==> config.mk <==
export PLATFORM = sky130hd
export DESIGN_NAME = sram_async_ctrl
export DESIGN_NICKNAME = d
export VERILOG_FILES = /design/src/rtl/sram_async_ctrl.sv
export SDC_FILE = /design/constraint.sdc
export NUM_CORES = 1
export LEC_CHECK = 0
export CORE_MARGIN = 2
export CORE_UTILIZATION = 45
export DETAILED_ROUTE_END_ITERATION = 12
export PLACE_DENSITY = 0.84
export SLEW_MARGIN = 20
export SYNTH_ARGS = -nofsm -noshare
export SYNTH_HDL_FRONTEND = slang
export SYNTH_SLANG_ARGS = --single-unit
==> constraint.sdc <==
create_clock -name clk -period 3.7 [get_ports clk]
set_input_delay 0.555 -clock clk [delete_from_list [all_inputs] [get_ports clk]]
set_output_delay 0.555 -clock clk [all_outputs]
set_load 0.01 [all_outputs]
==> src/rtl/sram_async_ctrl.sv <==
module sram_async_ctrl #(
  parameter int AW          = 15,
  parameter int DW          = 8,
  parameter int RD_CYCLES   = 3,
  parameter int WP_CYCLES   = 3,
  parameter int DS_CYCLES   = 2,
  parameter int AH_CYCLES   = 1,
  parameter int TURN_CYCLES = 2
) (
  input  logic          clk,
  input  logic          rst_n,
  input  logic          req_valid,
  output logic          req_ready,
  input  logic          req_write,
  input  logic [AW-1:0] req_addr,
  input  logic [DW-1:0] req_wdata,
  output logic          rsp_valid,
  output logic [DW-1:0] rsp_rdata,
  output logic [AW-1:0] mem_addr,
  output logic          mem_ce_n,
  output logic          mem_oe_n,
  output logic          mem_we_n,
  output logic [DW-1:0] mem_dout,
  output logic          mem_dout_en,
  input  logic [DW-1:0] mem_din
);

  function automatic int max2(input int a, input int b);
    return (a > b) ? a : b;
  endfunction

  localparam int PULSE = max2(WP_CYCLES, DS_CYCLES);
  localparam int SETUP = PULSE - DS_CYCLES;
  localparam int MAXC  = max2(max2(RD_CYCLES, PULSE), max2(AH_CYCLES, TURN_CYCLES));
  localparam int CW    = $clog2(MAXC + 1);

  typedef enum logic [2:0] {S_IDLE, S_RD, S_TURN, S_WSET, S_WDAT, S_WHLD} st_t;

  st_t           st, nxt;
  logic [CW-1:0] cnt, nxt_cnt;
  logic          rd_recent;
  logic          last;

  assign req_ready = (st == S_IDLE);
  assign last      = (cnt == '0);

  always_comb begin
    nxt     = st;
    nxt_cnt = last ? cnt : cnt - CW'(1);
    case (st)
      S_IDLE:
        if (req_valid) begin
          if (!req_write) begin
            nxt = S_RD;   nxt_cnt = CW'(RD_CYCLES - 1);
          end else if (rd_recent) begin
            nxt = S_TURN; nxt_cnt = CW'(TURN_CYCLES - 1);
          end else if (SETUP > 0) begin
            nxt = S_WSET; nxt_cnt = CW'(SETUP - 1);
          end else begin
            nxt = S_WDAT; nxt_cnt = CW'(DS_CYCLES - 1);
          end
        end
      S_RD:
        if (last) nxt = S_IDLE;
      S_TURN:
        if (last) begin
          if (SETUP > 0) begin
            nxt = S_WSET; nxt_cnt = CW'(SETUP - 1);
          end else begin
            nxt = S_WDAT; nxt_cnt = CW'(DS_CYCLES - 1);
          end
        end
      S_WSET:
        if (last) begin
          nxt = S_WDAT; nxt_cnt = CW'(DS_CYCLES - 1);
        end
      S_WDAT:
        if (last) begin
          nxt = S_WHLD; nxt_cnt = CW'(AH_CYCLES - 1);
        end
      S_WHLD:
        if (last) nxt = S_IDLE;
      default: nxt = S_IDLE;
    endcase
  end

  always_ff @(posedge clk or negedge rst_n) begin
    if (!rst_n) begin
      st          <= S_IDLE;
      cnt         <= '0;
      rd_recent   <= 1'b0;
      mem_ce_n    <= 1'b1;
      mem_oe_n    <= 1'b1;
      mem_we_n    <= 1'b1;
      mem_dout_en <= 1'b0;
      mem_addr    <= '0;
      mem_dout    <= '0;
      rsp_valid   <= 1'b0;
      rsp_rdata   <= '0;
    end else begin
      st          <= nxt;
      cnt         <= nxt_cnt;
      mem_ce_n    <= !(nxt inside {S_RD, S_WSET, S_WDAT});
      mem_oe_n    <= (nxt != S_RD);
      mem_we_n    <= !(nxt inside {S_WSET, S_WDAT});
      mem_dout_en <= (nxt inside {S_WDAT, S_WHLD});
      rsp_valid   <= (st == S_RD) && last;
      if (st == S_IDLE && req_valid) begin
        mem_addr <= req_addr;
        if (req_write) mem_dout <= req_wdata;
      end
      if (st == S_RD && last) begin
        rsp_rdata <= mem_din;
        rd_recent <= 1'b1;
      end else if (st == S_TURN && last) begin
        rd_recent <= 1'b0;
      end
    end
  end

  // Phase-length monitors for the checks below
  localparam int MW = 16;
  localparam logic [MW-1:0] SAT = '1;
  logic [MW-1:0] we_lo_n, oe_lo_n, oe_hi_n, ds_n;

  always_ff @(posedge clk or negedge rst_n) begin
    if (!rst_n) begin
      we_lo_n <= '0;
      oe_lo_n <= '0;
      oe_hi_n <= SAT;
      ds_n    <= '0;
    end else begin
      we_lo_n <= mem_we_n ? '0 : (we_lo_n == SAT ? SAT : we_lo_n + 1'b1);
      oe_lo_n <= mem_oe_n ? '0 : (oe_lo_n == SAT ? SAT : oe_lo_n + 1'b1);
      oe_hi_n <= !mem_oe_n ? '0 : (oe_hi_n == SAT ? SAT : oe_hi_n + 1'b1);
      ds_n    <= (mem_we_n || !mem_dout_en) ? '0 : (ds_n == SAT ? SAT : ds_n + 1'b1);
    end
  end


  ready_idle_chk: assert property (@(posedge clk) disable iff (!rst_n)
    req_ready |-> (mem_ce_n && mem_we_n && mem_oe_n && !mem_dout_en));


  rd_len_chk: assert property (@(posedge clk) disable iff (!rst_n)
    $rose(mem_oe_n) |-> (oe_lo_n >= MW'(RD_CYCLES)));


  rsp_pulse_chk: assert property (@(posedge clk) disable iff (!rst_n)
    rsp_valid |-> ($past(!mem_oe_n) && mem_oe_n));


  rsp_single_chk: assert property (@(posedge clk) disable iff (!rst_n)
    rsp_valid |=> !rsp_valid);


  oe_in_write_chk: assert property (@(posedge clk) disable iff (!rst_n)
    !mem_we_n |-> (mem_oe_n && !mem_ce_n));


  wp_len_chk: assert property (@(posedge clk) disable iff (!rst_n)
    $rose(mem_we_n) |-> (we_lo_n >= MW'(PULSE)));


  ds_len_chk: assert property (@(posedge clk) disable iff (!rst_n)
    $rose(mem_we_n) |-> (ds_n >= MW'(DS_CYCLES) && mem_dout_en));


  addr_stable_chk: assert property (@(posedge clk) disable iff (!rst_n)
    (!mem_ce_n && $past(!mem_ce_n)) |-> $stable(mem_addr));


  addr_hold_chk: assert property (@(posedge clk) disable iff (!rst_n)
    $rose(mem_we_n) |-> $stable(mem_addr));


  no_contention_chk: assert property (@(posedge clk) disable iff (!rst_n)
    !(mem_dout_en && !mem_oe_n));


  turn_gap_chk: assert property (@(posedge clk) disable iff (!rst_n)
    $rose(mem_dout_en) |-> (oe_hi_n >= MW'(TURN_CYCLES)));


  ce_we_rise_chk: assert property (@(posedge clk) disable iff (!rst_n)
    $rose(mem_we_n) |-> $rose(mem_ce_n));

endmodule

==> results of run 1 <==
-- layout make-up --
cell class,count,area (um^2)
clock buffers,7,76.32
clock inverters,1,30.03
fillers,262,1081
inverters,2,7.507
multi-input cells,69,610.6
flip-flops and latches,42,1055
well taps,48,60.06
repair buffers,72,713.2
-- cell usage after synthesis (2+ instances only) --
cell,count
a21boi_0,2
a21oi_1,3
buf_4,2
clkbuf_1,2
dfrtp_1,39
dfstp_2,3
inv_1,2
mux2_2,31
nand2_1,4
nand3_1,2
nor2_1,2
nor3_1,2
o21ai_0,5
-- routing by layer --
| layer | GRT usage | vias to the layer above | share of wire | wire (um) |
|---|---|---|---|---|
| li1 | - | 571 | - | - |
| met1 | 0.2265 | 616 | 0.40 | 1540 |
| met2 | 0.3469 | 43 | 0.54 | 2097 |
| met3 | 0.04966 | 7 | 0.045 | 174 |
| met4 | 0.07813 | 0 | 0.021 | 80 |
| met5 | 0 | - | 0 | 0 |
-- sequential cells by signal, summed over array words and instances (netlist names) --
signal / cells
mem_dout_en: 1
mem_dout: 8
mem_addr: 15
mem_we_n: 1
cnt: 2
mem_oe_n: 1
mem_ce_n: 1
st: 3
rsp_rdata: 8
rsp_valid: 1
rd_recent: 1
-- worst reg2reg max path, cell delays in order, from the launching register on --
cell     delay (ns)
dfrtp_1        0.60
or3b_4         0.47
nor3_4         0.35
mux2_2         0.39
-- power breakdown --
group          internal [mW]  switching, mW  total, mW
Sequential             0.687          0.165      0.852
Clock                  0.202          0.144      0.345
Combinational          0.620          0.363      0.982
-- cell families (layout without fill, tap and decap cells) --
family | count (synthesis) | after routing | share of synthesized area
AO/OA/AOI/OAI | 18 | 18 | 0.07238
AND/OR/NAND/NOR | 19 | 19 | 0.07239
flip-flops | 42 | 42 | 0.6226
multiplexers | 32 | 32 | 0.2120
buffers and inverters | 7 | 82 | 0.02068
-- through the flow --
step / area (um^2) / hold WS [ns] / setup slack (ns)
after floorplan: 1694 / 0.2594 / 2.076
after global placement: 2446 / 0.4916 / 1.530
after detailed placement: 2446 / 0.4973 / 1.384
after CTS: 2552 / 0.4152 / 1.398
after global routing: 2552 / 0.4521 / 1.287
final: 2552 / 0.3793 / 1.408
-- worst max-delay path by stage --
stage                     startpoint      endpoint  slack, ns
final                          st[1]     req_ready       1.41
after detailed placement   req_valid   mem_dout[7]       1.38
after floorplan               cnt[1]  rsp_rdata[0]       2.08
after CTS                      st[1]     req_ready       1.40
after global placement     req_valid   mem_dout[4]       1.53
after global routing           st[1]     req_ready       1.29
==> impl_results.md, run 1 <==
* Outcome: finished, final reports clean
* Final ANT Viol Nets at 0
* WP data required at 3.14 ns
* Die height at 65.36 um
* HPWL after detailed placement at 2.963 mm
* Starting DRT DRC Count at 53
* Clock slew at reported path FFs at 0.07 ns
* Worst path arrival time at 1.74 ns
* Synth warn at 0
* Port buffer count at 71
* Ys async rst share at 1.000
* Dpl cells at 233
* CTS tree: built
* Period utilization at 0.6195
* CTS max path bufs at 2
* Rel. slew slack at 0.4138
* Total core area at 3633 um^2
* Syn Nets at 153
* Vias in the first global route at 1,245
* CP Max Fanout at 13
* R2R Path Start: st[0]
* Worst-Margin Slew at 0.8793 ns
* Initial antenna violation count at 0
* Number of enable flip-flop cells after synthesis at 0
* Fraction of layout cells with a size suffix above 1 at 0.2487
* Total gr overflow at 0
* Clock Sinks at 42
* Final WL at 3.892 mm
* Yosys top cell area share at 0.5761
* Hold WC Path Type: in -> async
* Synth top area cells: dfrtp_1 58%, mux2_2 21%, dfstp_2 4.7%
* 1st-pass router iterations at 4
* Leak at 1.033 nW
* Pwr dens at 854.0 nW/um^2
* CTS Hold Bufs at 0
* Die X at 65.36 um
* Syn avg cell area at 14.36 um^2
* Gr usage total at 0.1961
* # DRC at 0
* Non-filler cells, final at 241
* CP max stage delay at 0.59 ns
* # Post-CTS Setup Buffers at 0
* Largest net degree at the start of global routing at 43
* Startpoint Class: flip-flop
* PnR Total Power at 2.180 mW
* Worst clock skew at 0.002001 ns
* Sequential element share of the synthesized area at 0.6226
* P&R area growth vs syn at 50.66%
* # setup viols final at 0
* Resize count post-CTS at 0
* Finished Core Util at 0.7025
* Initial Utilization at 0.4663
* RSZ-0062 raised after global routing: false
* #FFs+latches synth at 42
* Max cap viols at 0
* Crit path depth at 2
* GPL Wtd Cong at 0.8597
* Crit path time final at 2.292 ns
* Commonest non-fill, non-tap cell in the layout: clkdlybuf4s50_1
* Vias at 1,237
* Worst Reg-to-Reg Cells at 3
* Hold Vio Cnt, Final at 0
* Fin Setup TNS at 0 ns
* Total die area at 4271 um^2
* Total CTS buffers at 5
* Worst vdd ir at 480.5 uV
* # IOs at 72
* Largest area contributor in the netlist: dfrtp_1
* Reg2Reg Setup Slack at 1.77 ns
* Bufs and invs on worst path at 1
* CP max-delay cell: clkdlybuf4s50_1
* Slew Limit Fails at 0
* Fin nets at 227
* Inserted Diodes at 0
* Later-pin clock latency in the skew report at 0.29 ns
* Root buffer cell: clkbuf_8
* CP endpoint kind: output port
* Cell count after synthesis at 118
* Ordered cell list for the critical path: nor3_1 > clkdlybuf4s50_1
* Most frequent cells in the layout: 70 x clkdlybuf4s50_1, 39 x dfrtp_1, 31 x mux2_2
* Site row count at 22
* Setup CP Type: reg -> out
* Vias per inst at 5.133
* Reg-to-Reg End: rsp_rdata[3]
* WL per Instance at 16.15 um
* Family with the most delay on the worst path: buffers and inverters
* Synth cell types at 32
* H-tree level count at 2
* First-pass GRT wire length at 6.141 mm
* Netlist Area Pre-Place at 1694 um^2
* Top_reg_cell synth: dfrtp_1
* Fmax at 436.3 MHz
Note: power is estimated with default switching activity, not from simulation.
==> run 2, diff against run 1 <==
--- a/config.mk
+++ b/config.mk
@@ -6,9 +6,9 @@
 export NUM_CORES = 1
 export LEC_CHECK = 0
 export CORE_MARGIN = 2
-export CORE_UTILIZATION = 45
+export CORE_UTILIZATION = 38
 export DETAILED_ROUTE_END_ITERATION = 12
-export PLACE_DENSITY = 0.84
+export PLACE_DENSITY = 0.76
 export SLEW_MARGIN = 20
 export SYNTH_ARGS = -nofsm -noshare
 export SYNTH_HDL_FRONTEND = slang
==> constraint.sdc (replaced) <==
create_clock -name clk -period 2 [get_ports clk]
set_input_delay 0.3 -clock clk [delete_from_list [all_inputs] [get_ports clk]]
set_output_delay 0.3 -clock clk [all_outputs]
set_load 0.01 [all_outputs]
==> run 2 against run 1 <==
Against the previous run: non-clock buffer count increased by 5; count of clock-buffer cells in the layout unchanged; core utilization decreased by 10 points; via count decreased by 1.3%; largest power group unchanged; clock skew increased by 0.00070 ns; highest routed layer unchanged; sequential power increased by 78%; register-to-register slack got worse by 1.6 ns; combinational power increased by 96%; worst setup slack got worse by 1.3 ns.
==> impl_results.md, run 2 (same netlist as run 1, synthesis figures left out) <==
* Port buffer count at 71 (unchanged)
* Dpl cell area at 2501 um^2 (+2.3%)
* # DRC at 0 (unchanged)
* Worst Reg-to-Reg Cells at 3 (unchanged)
* CTS max path bufs at 2 (unchanged)
* WL met1 at 1.515 mm (-1.6%)
* Clock slew at reported path FFs at 0.07 ns (about the same)
* Worst path arrival time at 1.57 ns (-0.17 ns)
* Later-pin clock latency in the skew report at 0.28 ns (about the same)
* Outcome: finished, final reports clean
* WL met3 at 78 um (-55%)
* Vias at 1,221 (-1.3%)
* Commonest non-fill, non-tap cell in the layout: clkdlybuf4s50_1
* Setup CP Type: reg -> out
* Top Metal Used: met4
* CP endpoint kind: output port
* CP Max Fanout at 6 (-7)
* Worst clock skew at 0.002703 ns (+0.0007019 ns)
* HPWL after detailed placement at 2.809 mm (-5.2%)
* RSZ-0062 raised after global routing: false
* Period utilization at 0.9337
* Initial antenna violation count at 0 (unchanged)
* Initial Utilization at 0.3918 (-0.07447)
* Pwr dens at 1531 nW/um^2 (+79%)
* Hold WC Path Type: in -> async
* Die X at 70.77 um (+8.3%)
* Largest register FFs at 15 (unchanged)
* Max cap viols at 0 (unchanged)
* Fin area at 2592 um^2 (+1.6%)
* Crit path time final at 1.867 ns
* # IOs at 72 (unchanged)
* Hold Slack at 0.07141 ns (-0.3079 ns)
* Total CTS buffers at 5 (unchanged)
* Met2 wire len at 2.041 mm (-2.7%)
* Vias per inst at 4.904 (-4.5%)
* CTS tree: built
* CP max-delay cell: clkdlybuf4s50_1
* GPL Wtd Cong at 0.8322 (-3.2%)
* First-pass GRT wire length at 6.141 mm (unchanged)
* Total core area at 4324 um^2 (+19%)
* CP max stage delay at 0.59 ns (about the same)
* Worst-Margin Slew at 0.5114 ns (-0.3679 ns)
* Slew Limit Fails at 0 (unchanged)
* Total die area at 5008 um^2 (+17%)
* Startpoint Class: flip-flop
* Reg-to-Reg End: rsp_rdata[6]
* Largest regs: mem_addr x15, mem_dout x8, rsp_rdata x8
* WP data required at 1.70 ns (-1.44 ns)
* Final ANT Viol Nets at 0 (unchanged)
* Total gr overflow at 0 (unchanged)
* Fmax at 535.5 MHz
* Leak at 1.055 nW (+2.1%)
* Ordered cell list for the critical path: nor3_2 > clkdlybuf4s50_1
* Site row count at 24 (+9.1%)
* Die height at 70.77 um (+8.3%)
* Root buffer cell: clkbuf_8
* Rel. slew slack at 0.6591 (+0.2453)
* WL per Instance at 14.85 um (-8.0%)
* Fin nets at 232 (+2.2%)
* 1st-pass router iterations at 4 (unchanged)
* Gr usage total at 0.1568 (-0.03923)
* Hold Vio Cnt, Final at 0 (unchanged)
* H-tree level count at 2 (unchanged)
* Family with the most delay on the worst path: buffers and inverters
* Bufs and invs on worst path at 1 (unchanged)
* Starting DRT DRC Count at 31 (-42%)
* # setup viols final at 0 (unchanged)
* Reg2Reg Setup Slack at 0.20 ns (-1.57 ns)
* Fraction of layout cells with a size suffix above 1 at 0.2741 (+0.02541)
* Biggest register: mem_addr
* Final WL at 3.698 mm (-5.0%)
* # Post-CTS Setup Buffers at 0 (unchanged)
* R2R Path Start: st[0]
* Worst vdd ir at 650.6 uV (+35%)
* Clock Sinks at 42 (unchanged)
* Fin Setup TNS at 0 ns (unchanged)
* Vias in the first global route at 1,303 (+4.7%)
* P&R area growth vs syn at 53.03%
* Most frequent cells in the layout: 70 x clkdlybuf4s50_1, 39 x dfrtp_1, 31 x mux2_2
* Largest net degree at the start of global routing at 43 (unchanged)
* Inserted Diodes at 0 (unchanged)
[run 2: cell types whose count changed in the layout (fill, tap and decap cells not counted)]
cell	before	now
buf_4	1	5
buf_12	0	1
bufinv_16	1	0
clkbuf_1	2	1
clkbuf_8	5	6
nor3_1	2	1
nor3_2	0	1
[run 2: through the flow]
| stage | utilization | std cells | power (mW) | setup WS [ns] |
|---|---|---|---|---|
| detailed placement | 0.5784 | 242 | 3.471 | 0.1385 |
| global placement | 0.5784 | 242 | 3.398 | 0.2104 |
| global route | 0.5995 | 249 | 4.210 | 0.07350 |
| CTS | 0.5984 | 249 | 4.015 | 0.07265 |
| finish | 0.5995 | 249 | 3.969 | 0.1326 |
| floorplan | - | 118 | 2.413 | 0.3755 |
[run 2: power by group]
part	internal, mW	switching [mW]
combinational	1.20	0.722
clock	0.274	0.254
sequential	1.27	0.245
[run 2: how the worst max path moves through the flow]
| stage | depth (start not counted) | end | slack, ns | from |
|---|---|---|---|---|
| final | 2 | req_ready | 0.13 | st[1] |
| after floorplan | 3 | rsp_rdata[0] | 0.38 | cnt[1] |
| after detailed placement | 5 | mem_dout[5] | 0.14 | req_valid |
| after global placement | 5 | mem_dout[4] | 0.21 | req_valid |
| after global routing | 2 | req_ready | 0.07 | st[0] |
| after CTS | 2 | req_ready | 0.07 | st[0] |
[run 2: layer usage]
metal,global-route usage,vias up
met4,0.06289,0
met1,0.1826,614
met3,0.03419,6
met5,0,-
li1,-,577
met2,0.2804,24
[run 2: what timing repair did]
action | 4_1_cts | 5_1_grt
endpoints found under the setup margin | 0 | 1
hold buffers | 0 | 0
resized for setup | 0 | 1
[run 2: cell type report]
type	count	area, um^2
clock buffer	7	86.33
fill	349	1732
inverter	2	7.507
multi-input combinational	69	615.6
sequential	42	1055
tap	52	65.06
timing repair buffer	77	763.2
==> run 3, diff against run 2 <==
--- a/config.mk
+++ b/config.mk
@@ -6,9 +6,10 @@
 export NUM_CORES = 1
 export LEC_CHECK = 0
 export CORE_MARGIN = 2
-export CORE_UTILIZATION = 38
+export CORE_UTILIZATION = 39
+export CTS_BUF_LIST = sky130_fd_sc_hd__clkbuf_4 sky130_fd_sc_hd__clkbuf_8
 export DETAILED_ROUTE_END_ITERATION = 12
-export PLACE_DENSITY = 0.76
+export PLACE_DENSITY = 0.78
 export SLEW_MARGIN = 20
 export SYNTH_ARGS = -nofsm -noshare
 export SYNTH_HDL_FRONTEND = slang
==> run 3 against run 2 <==
Against the previous run: count of clock-buffer cells in the layout grew 1; combinational power hardly changed; hold slack improved by 0.42 ns; critical path depth unchanged; worst setup slack worse by 0.020 ns.
==> impl_results.md, run 3 (same netlist as run 1, synthesis figures left out) <==
* Worst path arrival time at 1.59 ns (+0.02 ns)
* Die height at 69.91 um (-1.2%)
* HPWL after detailed placement at 2.874 mm (+2.3%)
* PnR Total Power at 4.024 mW (+1.4%)
* Fmax at 530.0 MHz (-1.0%)
* Initial antenna violation count at 0 (unchanged)
* Largest net degree at the start of global routing at 43 (unchanged)
* Setup CP Type: reg -> out
* # IOs at 72 (unchanged)
* Dpl cell area at 2504 um^2 (about the same)
* Logic pwr share at 0.476 (-0.009)
* CP endpoint kind: output port
* CP Max Fanout at 6 (unchanged)
* Port buffer count at 71 (unchanged)
* Cell Int Power at 2.783 mW (+1.2%)
* Site row count at 23 (-4.2%)
* Fillers at 318 (-8.9%)
* Starting DRT DRC Count at 100 (+220%)
* Die X at 69.91 um (-1.2%)
* Total die area at 4887 um^2 (-2.4%)
* Later-pin clock latency in the skew report at 0.30 ns (+0.02 ns)
* Clk pwr share at 0.145 (+0.012)
* Hold Vio Cnt, Final at 0 (unchanged)
* Root buffer cell: clkbuf_8
* Hold Slack at 0.4896 ns (+0.4182 ns)
* Dpl cells at 239 (-1.2%)
* Total CTS buffers at 5 (unchanged)
* Outcome: finished, final reports clean
* RSZ-0062 raised after global routing: false
* Clock slew at reported path FFs at 0.07 ns (about the same)
* Vias per inst at 5.036 (+2.7%)
* Non-filler cells, final at 248 (-0.40%)
* Worst Reg-to-Reg Cells at 3 (unchanged)
* Reg-to-Reg End: rsp_rdata[6]
* Worst clock skew at 0.005762 ns (+0.003058 ns)
* H-tree level count at 2 (unchanged)
* Final ANT Viol Nets at 0 (unchanged)
* # setup viols final at 0 (unchanged)
* Slew Limit Fails at 0 (unchanged)
* # DRC at 0 (unchanged)
* Total core area at 4086 um^2 (-5.5%)
* Largest register FFs at 15 (unchanged)
* WL per Instance at 15.42 um (+3.8%)
* 1st-pass router iterations at 4 (unchanged)
* Vias in the first global route at 1,385 (+6.3%)
* WP data required at 1.70 ns (about the same)
* GPL Wtd Cong at 0.8473 (+1.8%)
* Startpoint Class: flip-flop
* Total gr overflow at 0 (unchanged)
* Vias at 1,249 (+2.3%)
* First-pass GRT wire length at 6.472 mm (+5.4%)
* Reg2Reg Setup Slack at 0.21 ns (about the same)
* Sw Ratio at 0.3085 (+0.0009316)
* Initial Utilization at 0.4146 (+0.02279)
* R2R Path Start: cnt[1]
* Max cap viols at 0 (unchanged)
* CTS max path bufs at 2 (unchanged)
* Rel. slew slack at 0.7040 (+0.04493)
* Fin nets at 232 (unchanged)
* Inserted Diodes at 0 (unchanged)
* Worst-Margin Slew at 0.4425 ns (-0.06883 ns)
* Commonest non-fill, non-tap cell in the layout: clkdlybuf4s50_1
* Most frequent cells in the layout: 70 x clkdlybuf4s50_1, 38 x dfrtp_1, 31 x mux2_2
* Crit path time final at 1.887 ns (+0.01954 ns)
* Hold WC Path Type: in -> async
* Fraction of layout cells with a size suffix above 1 at 0.2828 (+0.008717)
* Biggest register: mem_addr
* P&R area growth vs syn at 54.51%
* Share of total power in sequential cells at 0.379 (-0.003)
* Clock Sinks at 42 (unchanged)
* Fin Setup TNS at 0 ns (unchanged)
* Fin area at 2618 um^2 (+0.97%)
* Largest regs: mem_addr x15, mem_dout x8, rsp_rdata x8
* CTS tree: built
* Worst vdd ir at 654.4 uV (+0.59%)
* Gr usage total at 0.1708 (+0.01392)
* Leak at 1.065 nW (+0.95%)
* Net Switching at 1.241 mW (+1.7%)
* Period utilization at 0.9435 (+0.009769)
* Pwr dens at 1537 nW/um^2 (+0.41%)
* Final WL at 3.823 mm (+3.4%)
==> run 3: changes by cell type in the layout (fill, tap and decap cells not counted), sizes merged <==
cell         previous run  this run
buf                     7         6
dlygate4sd3             0         1
clkbuf                  7         8
==> run 3: repair_timing <==
| action | in CTS | in global routing |
|---|---|---|
| hold buffers | 1 | 0 |
| endpoints found under the setup margin | 0 | 1 |
| resized for setup | 0 | 2 |
| buffers inserted | 0 | 0 |
| endpoints found under the hold margin | 39 | 0 |
==> run 3: worst max path at each step <==
stage              start           end  slack (ns)
2_1_floorplan     cnt[1]  rsp_rdata[0]        0.38
3_3_place_gp   req_valid   mem_dout[1]        0.16
3_5_place_dp   req_valid   mem_dout[2]        0.06
4_1_cts            st[2]     req_ready        0.03
5_1_grt            st[1]     req_ready        0.04
6_report           st[1]     req_ready        0.11
==> run 3: worst max-delay path, cell delays in order, from the launching register on <==
cell             delay, ns
dfrtp_1               0.48
nor3_2                0.24
clkdlybuf4s50_1       0.57
==> run 3: area by class of cell <==
cell class	instances	area [um^2]	share of cell area
Sequential cell	42	1056	0.4034
Tap cell	50	62.56	0.02390
Inverter	2	7.507	0.002868
Timing Repair Buffer	77	778.2	0.2973
Clock buffer	8	97.59	0.03728
Multi-Input combinational cell	69	615.6	0.2352
==> run 3: power groups by stage <==
| stage | logic (mW) | registers, mW | clock network (mW) |
|---|---|---|---|
| floorplan | 0.750 | 1.66 | 0 |
| global placement | 1.88 | 1.52 | 0 |
| detailed placement | 1.93 | 1.53 | 0 |
| CTS | 1.94 | 1.53 | 0.598 |
| global route | 2.06 | 1.58 | 0.636 |
| finish | 1.92 | 1.53 | 0.582 |
==> run 3: metrics by stage <==
stage            util  setup slack (ns)
3_3_place_gp   0.6127            0.1600
2_1_floorplan       -            0.3755
5_1_grt        0.6405           0.03772
3_5_place_dp   0.6127           0.05506
6_report       0.6405            0.1131
4_1_cts        0.6390           0.03096
==> run 3: layer usage <==
metal | part of all wire | vias up | GRT usage
met5 | 0 | - | 0
met4 | 0.027 | 0 | 0.08974
met3 | 0.059 | 10 | 0.04618
met2 | 0.51 | 43 | 0.2762
met1 | 0.41 | 617 | 0.2085
li1 | - | 579 | -
